$ cat config.mk
export PLATFORM = sky130hd
export DESIGN_NAME = perf_counter_unit
export DESIGN_NICKNAME = d
export VERILOG_FILES = /design/src/rtl/pcu_pkg.sv /design/src/rtl/pcu_slice.sv /design/src/rtl/pcu_irq.sv /design/src/rtl/perf_counter_unit.sv
export SDC_FILE = /design/constraint.sdc
export NUM_CORES = 1
export LEC_CHECK = 0
export BUFFER_PORTS_ARGS = -buffer_cell sky130_fd_sc_hd__buf_2
export CAP_MARGIN = 20
export CORE_UTILIZATION = 30
export CTS_BUF_LIST = sky130_fd_sc_hd__clkbuf_4
export DETAILED_ROUTE_END_ITERATION = 8
export GPL_TIMING_DRIVEN = 0
export REMOVE_ABC_BUFFERS = 1
export SLEW_MARGIN = 20
export SYNTH_ARGS = -nofsm -noshare
export SYNTH_HDL_FRONTEND = slang
export SYNTH_HIERARCHICAL = 1
export SYNTH_SLANG_ARGS = --single-unit
$ cat constraint.sdc
create_clock -name clk -period 11.1 [get_ports clk]
set_input_delay 0.555 -clock clk [delete_from_list [all_inputs] [get_ports clk]]
set_output_delay 0.555 -clock clk [all_outputs]
set_load 0.03 [all_outputs]
$ cat src/rtl/pcu_pkg.sv
package pcu_pkg;
  localparam int A_CTRL  = 0;
  localparam int A_SEL   = 1;
  localparam int A_CFG   = 2;
  localparam int A_CLO   = 3;
  localparam int A_CHI   = 4;
  localparam int A_SLO   = 5;
  localparam int A_SHI   = 6;
  localparam int A_TLO   = 7;
  localparam int A_THI   = 8;
  localparam int A_IEN   = 9;
  localparam int A_IACT  = 10;
  localparam int CODE_W  = 15;
  localparam int KERN_BIT = 16;
  localparam int USER_BIT = 17;
  localparam logic [31:0] CFG_MASK = 32'h0003_7FFF;
endpackage

$ cat src/rtl/pcu_slice.sv
module pcu_slice #(
  parameter int NUM_EVT = 8,
  parameter int CW      = 48
) (
  input  logic               clk,
  input  logic               rst_n,
  input  logic               run,
  input  logic               priv_kernel,
  input  logic [NUM_EVT-1:0] evt_in,
  input  logic               wr_cfg,
  input  logic               wr_clo,
  input  logic               wr_chi,
  input  logic               wr_tlo,
  input  logic               wr_thi,
  input  logic [31:0]        wdata,
  output logic [31:0]        cfg_o,
  output logic [63:0]        cnt_o,
  output logic [63:0]        thr_o,
  output logic               hit_o
);
  import pcu_pkg::*;

  logic [31:0]   cfg_q;
  logic [CW-1:0] cnt_q;
  logic [63:0]   thr_q;
  logic [CODE_W-1:0] code;
  logic          evt_sel, mode_ok, inc, any_wr;
  logic [CW-1:0] cnt_inc;
  logic [63:0]   wide;
  logic          unused_hi;

  assign code = cfg_q[CODE_W-1:0];

  always_comb begin
    evt_sel = 1'b0;
    for (int k = 0; k < NUM_EVT; k++)
      if (code == CODE_W'(k + 1)) evt_sel = evt_in[k];
  end

  assign mode_ok = !(cfg_q[KERN_BIT] && !priv_kernel) && !(cfg_q[USER_BIT] && priv_kernel);
  assign inc     = run && evt_sel && mode_ok;
  assign any_wr  = wr_clo || wr_chi;
  assign cnt_inc = cnt_q + CW'(1);

  always_comb begin
    wide = 64'(cnt_q);
    if (wr_clo) wide[31:0]  = wdata;
    if (wr_chi) wide[63:32] = wdata;
  end
  assign unused_hi = ^wide[63:CW];

  always_ff @(posedge clk or negedge rst_n) begin
    if (!rst_n) begin
      cfg_q <= '0;
      cnt_q <= '0;
      thr_q <= '0;
    end else begin
      if (wr_cfg) cfg_q <= wdata & CFG_MASK;
      if (any_wr)   cnt_q <= wide[CW-1:0];
      else if (inc) cnt_q <= cnt_inc;
      if (wr_tlo) thr_q[31:0]  <= wdata;
      if (wr_thi) thr_q[63:32] <= wdata;
    end
  end

  assign cfg_o = cfg_q;
  assign cnt_o = 64'(cnt_q);
  assign thr_o = thr_q;
  assign hit_o = inc && !any_wr && (64'(cnt_inc) == thr_q);

  AST_NEVER_HOLDS: assert property (@(posedge clk) disable iff (!rst_n)
    (code == '0 && !any_wr) |=> cnt_q == $past(cnt_q));
  AST_RUN_GATE: assert property (@(posedge clk) disable iff (!rst_n)
    (!run && !any_wr) |=> cnt_q == $past(cnt_q));
  AST_KERN_ONLY: assert property (@(posedge clk) disable iff (!rst_n)
    (cfg_q[KERN_BIT] && !priv_kernel && !any_wr) |=> cnt_q == $past(cnt_q));
  AST_WRITE_WINS: assert property (@(posedge clk) disable iff (!rst_n)
    wr_clo |=> cnt_q[31:0] == $past(wdata));
endmodule

$ cat src/rtl/pcu_irq.sv
module pcu_irq #(
  parameter int N = 4
) (
  input  logic         clk,
  input  logic         rst_n,
  input  logic [N-1:0] hit,
  input  logic         wr_ien,
  input  logic         wr_iact,
  input  logic [N-1:0] wdata,
  output logic [N-1:0] ien_o,
  output logic [N-1:0] act_o,
  output logic         irq
);
  logic [N-1:0] ien_q, act_q, set, clr;

  assign set = hit & ien_q;
  assign clr = wr_iact ? wdata : '0;

  always_ff @(posedge clk or negedge rst_n) begin
    if (!rst_n) begin
      ien_q <= '0;
      act_q <= '0;
    end else begin
      if (wr_ien) ien_q <= wdata;
      else        ien_q <= ien_q & ~clr;
      act_q <= (act_q & ~clr) | set;
    end
  end

  assign ien_o = ien_q;
  assign act_o = act_q;
  assign irq   = |(act_q & ien_q);

  AST_CLEAR_DISARMS: assert property (@(posedge clk) disable iff (!rst_n)
    (wr_iact && !wr_ien) |=> (ien_q & $past(wdata)) == '0);
  AST_NO_SET_DISABLED: assert property (@(posedge clk) disable iff (!rst_n)
    (ien_q == '0) |=> (act_q & ~$past(act_q)) == '0);
endmodule

$ cat src/rtl/perf_counter_unit.sv
module perf_counter_unit #(
  parameter int NUM_CTR  = 4,
  parameter int NUM_EVT  = 8,
  parameter int SIZE_SEL = 1,
  parameter int ADDR_W   = 4
) (
  input  logic               clk,
  input  logic               rst_n,
  input  logic               bus_wr,
  input  logic [ADDR_W-1:0]  bus_addr,
  input  logic [31:0]        bus_wdata,
  output logic [31:0]        bus_rdata,
  input  logic [NUM_EVT-1:0] evt_in,
  input  logic               priv_kernel,
  output logic               irq
);
  import pcu_pkg::*;

  localparam int CW    = 32 + 16 * SIZE_SEL;
  localparam int IDX_W = (NUM_CTR > 1) ? $clog2(NUM_CTR) : 1;

  logic             run_q;
  logic [IDX_W-1:0] sel_q;
  logic [63:0]      snap_q;
  logic             sel_ok;
  logic [31:0]      cfg_all [NUM_CTR];
  logic [63:0]      cnt_all [NUM_CTR];
  logic [63:0]      thr_all [NUM_CTR];
  logic [NUM_CTR-1:0] hit, ien, act;
  logic [31:0]      cfg_sel;
  logic [63:0]      cnt_sel, thr_sel;
  logic             wr_ctrl;

  function automatic logic wr_at(input int a);
    return bus_wr && (bus_addr == ADDR_W'(a));
  endfunction

  assign sel_ok  = (32'(sel_q) < NUM_CTR);
  assign wr_ctrl = wr_at(A_CTRL);

  for (genvar i = 0; i < NUM_CTR; i++) begin : g_ctr
    logic me;
    assign me = sel_ok && (sel_q == IDX_W'(i));
    pcu_slice #(.NUM_EVT(NUM_EVT), .CW(CW)) u_slice (
      .clk(clk), .rst_n(rst_n), .run(run_q), .priv_kernel(priv_kernel),
      .evt_in(evt_in),
      .wr_cfg(me && wr_at(A_CFG)), .wr_clo(me && wr_at(A_CLO)),
      .wr_chi(me && wr_at(A_CHI)), .wr_tlo(me && wr_at(A_TLO)),
      .wr_thi(me && wr_at(A_THI)), .wdata(bus_wdata),
      .cfg_o(cfg_all[i]), .cnt_o(cnt_all[i]), .thr_o(thr_all[i]), .hit_o(hit[i])
    );
  end

  pcu_irq #(.N(NUM_CTR)) u_irq (
    .clk(clk), .rst_n(rst_n), .hit(hit),
    .wr_ien(wr_at(A_IEN)), .wr_iact(wr_at(A_IACT)),
    .wdata(bus_wdata[NUM_CTR-1:0]),
    .ien_o(ien), .act_o(act), .irq(irq)
  );

  assign cfg_sel = sel_ok ? cfg_all[sel_q] : '0;
  assign cnt_sel = sel_ok ? cnt_all[sel_q] : '0;
  assign thr_sel = sel_ok ? thr_all[sel_q] : '0;

  always_ff @(posedge clk or negedge rst_n) begin
    if (!rst_n) begin
      run_q  <= 1'b0;
      sel_q  <= '0;
      snap_q <= '0;
    end else begin
      if (wr_ctrl) begin
        run_q <= bus_wdata[0];
        if (bus_wdata[1]) snap_q <= cnt_sel;
      end
      if (wr_at(A_SEL)) sel_q <= bus_wdata[IDX_W-1:0];
    end
  end

  always_comb begin
    bus_rdata = '0;
    case (32'(bus_addr))
      A_CTRL: bus_rdata = {31'b0, run_q};
      A_SEL:  bus_rdata = 32'(sel_q);
      A_CFG:  bus_rdata = cfg_sel;
      A_CLO:  bus_rdata = cnt_sel[31:0];
      A_CHI:  bus_rdata = cnt_sel[63:32];
      A_SLO:  bus_rdata = snap_q[31:0];
      A_SHI:  bus_rdata = snap_q[63:32];
      A_TLO:  bus_rdata = thr_sel[31:0];
      A_THI:  bus_rdata = thr_sel[63:32];
      A_IEN:  bus_rdata = 32'(ien);
      A_IACT: bus_rdata = 32'(act);
      default: bus_rdata = '0;
    endcase
  end

  AST_SNAP_CAPTURE: assert property (@(posedge clk) disable iff (!rst_n)
    (wr_ctrl && bus_wdata[1]) |=> snap_q == $past(cnt_sel));
  AST_IRQ_NEEDS_ACT: assert property (@(posedge clk) disable iff (!rst_n)
    irq |-> (act != '0));
endmodule

==> impl_metrics.csv <==
group,metric,value,unit
hold_path,hp-start,"bus_addr[1]",
critical_path,crit_buf_inv,1,
routing,drt_first_pass_iters,7,
clocking,cts-buffers-inserted,165,
synthesis,synthCells,3869,
critical_path,start_kind,"register",
cells_and_area,design_area,44300,µm²
place,post-place-ws,5.55,ns
synthesis,syn_avg_cell_area,10.2,µm²
sta,relSlewSlack,4.93,%
die,die_w,364,µm
synthesis,synth_area,39400,µm²
outcome,status,"complete, no violations",
sta,hold_violations,0,
routing,antenna_left,0,
routing,vias,34900,
cells_and_area,instances_no_fill,5771,
sta,fin_crit,5.58,ns
synthesis,synth_top_area_share,37.5,%
synthesis,synthFlopType,"dfrtp_1",
cells_and_area,area_growth_syn_to_layout,12.5,%
power_and_ir_drop,power_density,166,nW/µm²
sta,max_freq,179,MHz
sta,tightest_slew,1.41,ns
die,initial_core_util,30.3,%
power_and_ir_drop,p_total,7.36,mW
critical_path,r2r_slack,5.52,ns
clocking,ctsRootBufferMaster,"clkbuf_4",
critical_path,rr_worst_depth,11,
synthesis,yosys.area.top_type,"dfrtp_1",
place,dp_hpwl,126,mm
cells_and_area,layout.nets,3959,
critical_path,cp-end-kind,"register",
sta,fin_ws,5.52,ns
grt,grt_start_max_net_pins,97,
critical_path,path_cells,"buf_12 -> nand3b_1 -> nor2_1 -> or2_2 -> nor3_1 -> nand3_1 -> nor4b_1 -> nand4_1 -> or4_1 -> nor4_2 -> a22o_1",
critical_path,cpPeakStageDelay,0.82,ns
hold_path,holdPathStages,4,
sta,setup_viol,0,
critical_path,worst-path-max-fanout,41,
place,placed_cells,5455,
clocking,cts_tree,"yes",
synthesis,synth.distinct_cells,79,
routing,wire_per_inst,29.4,µm
synthesis,synth-warning-count,6,
critical_path,slowest_stage,"dfrtp_4",
sta,setup-tns-final,0,ns
routing,drt_iter0_markers,4956,
critical_path,r2r_start,"sel_q[1]$_DFFE_PN0P_",
die,rows,132,
routing,drc,0,
synthesis,synth-edff-count,0,
synthesis,yosysMostFrequentCell,"dfrtp_1",
synthesis,synth_area_leaders,"dfrtp_1 (38%), mux2_2 (11%), mux4_2 (9.1%)",
clocking,clk_path_buf_depth,3,
grt,grt_antenna_before_repair,13,
grt,grt_usage,25.3,%
cells_and_area,fin_util,34.1,%
die,ios,81,
synthesis,synth_common_cells,"dfrtp_1 (591), mux2_2 (382), nor2_1 (256)",
clocking,clock_latency,1.14,ns
synthesis,async_reset_ff_share,100,%
clocking,clk_pin_slew,0.07,ns
power_and_ir_drop,ir_drop,68.2,µV
place,place_area,41900,µm²
die,fp.dieH,364,µm
job,cap_viol_max_count,0,
place,gp_congestion,1.04,
power_and_ir_drop,p_leak,18.1,nW
critical_path,rr_endpoint,"u_irq/act_o[1]$_DFF_PN0_",
clocking,clkSinkCount,591,
sta,holdWs,0.127,ns
grt,grt_pass1_vias,32700,
sta,slew_violations,0,
sta,clock_skew,0.0974,ns
critical_path,cp_top_family,"simple AND/OR/NAND/NOR gates",
synthesis,seq_area_frac_synth,37.5,%
place,port_buffers,80,
critical_path,required,12.11,ns
routing,via_per_inst,6.04,
critical_path,cp.arrival,6.59,ns
routing,routed_wl,170,mm
die,core_area,130000,µm²
clocking,cts_max_level,4,
synthesis,synth_seq_cells,591,
sta,finalCritPeriodShare,50.3,%
die,die_area,133000,µm²
clocking,ctsResizeCount,0,
sta,rsz0062_at_grt,"false",
critical_path,criticalPathCategory,"reg2reg",
hold_path,hold_path_end,"run_q$_DFFE_PN0N_",
hold_path,hold_class,"in2reg",
grt,grt_overflow,0,
cells_and_area,drive_gt1_share,25.7,%
grt,grt_pass1_wl,241,mm
==> cells by family (layout without fill, tap and decap cells) <==
| logic type | count (synthesis) | in the layout | synth area share (%) |
|---|---|---|---|
| simple gates | 1105 | 1105 | 15.0 |
| compound gates | 856 | 856 | 14.1 |
| flops | 591 | 591 | 37.5 |
| mux | 573 | 573 | 20.8 |
| buf+inv | 453 | 484 | 5.90 |
| xor+xnor | 283 | 283 | 6.50 |
| fa+ha+maj | 4 | 4 | 0.127 |
| other cells | 4 | 133 | 0.0381 |
==> worst register-to-register path, stage by stage, from the launching register on <==
cell and delay, ns:
dfrtp_4 0.82, buf_12 0.33, nand3b_1 0.37, nor2_1 0.29, or2_2 0.62, nor3_1 0.65, nand3_1 0.51, nor4b_1 0.43
nand4_1 0.17, or4_1 0.56, nor4_2 0.50, a22o_1 0.24
==> flip-flops by register name, indices dropped and copies added, names as in the netlist <==
name / count
run_q: 1
g_ctr.u_slice/thr_o: 256
u_irq/ien_o: 4
u_irq/act_o: 4
g_ctr.u_slice/cfg_o: 68
snap_q: 64
sel_q: 2
g_ctr.u_slice/cnt_q: 192
==> worst max path at each step <==
stage / start / end / slack (ns) / depth (start not counted)
2_1_floorplan: sel_q[0]$_DFFE_PN0P_ / g_ctr[0].u_slice/cnt_q[0]$_DFFE_PN0P_ / -0.48 / 8
3_3_place_gp: sel_q[0]$_DFFE_PN0P_ / g_ctr[0].u_slice/cnt_q[28]$_DFFE_PN0P_ / -6.62 / 8
3_5_place_dp: bus_addr[3] / u_irq/act_o[2]$_DFF_PN0_ / 5.55 / 12
4_1_cts: sel_q[0]$_DFFE_PN0P_ / u_irq/act_o[2]$_DFF_PN0_ / 5.56 / 10
5_1_grt: sel_q[1]$_DFFE_PN0P_ / u_irq/act_o[1]$_DFF_PN0_ / 5.32 / 11
6_report: sel_q[1]$_DFFE_PN0P_ / u_irq/act_o[1]$_DFF_PN0_ / 5.52 / 11
==> per-layer routing <==
layer	part of all wire [%]	global-route usage [%]
met3	11	7.12
met5	0.015	0
met2	44	37.6
met4	6.9	15.7
met1	38	32.3
==> cells in the final DEF, fill, tap and decap left out, types with 80 or more instances in the layout <==
| cell type | n |
|---|---|
| mux2_2 | 382 |
| conb_1 | 124 |
| buf_2 | 80 |
| xnor2_1 | 163 |
| nand4_1 | 81 |
| nand2_1 | 228 |
| nand3_1 | 135 |
| a22oi_1 | 100 |
| nor2_1 | 239 |
| clkbuf_4 | 233 |
| dfrtp_1 | 589 |
| mux4_2 | 159 |
| o21ai_0 | 168 |
| a21oi_1 | 243 |
| xor2_1 | 114 |
==> power breakdown <==
part	total (mW)	switching (mW)	internal, mW
clock	2.10	1.03	1.08
combinational	2.16	1.18	0.979
sequential	3.10	0.622	2.48
total	7.36	2.83	4.53
==> what timing repair did <==
| item | in CTS | in global routing |
|---|---|---|
| endpoints found under the hold margin | 520 | 0 |
| hold buffers | 27 | 0 |
| setup buffers | 0 | 0 |
==> cell type report <==
type                            count  area [µm²]
Antenna cell                        9        22.5
Clock buffer                      233        1750
Clock inverter                     47         337
Fill cell                       13300       85500
Inverter                           28         105
Multi-Input combinational cell   2945       23100
Sequential cell                   591       14800
Tap cell                         1742        2180
Timing Repair Buffer              176        2040
Power figures use the tool's default switching activity.
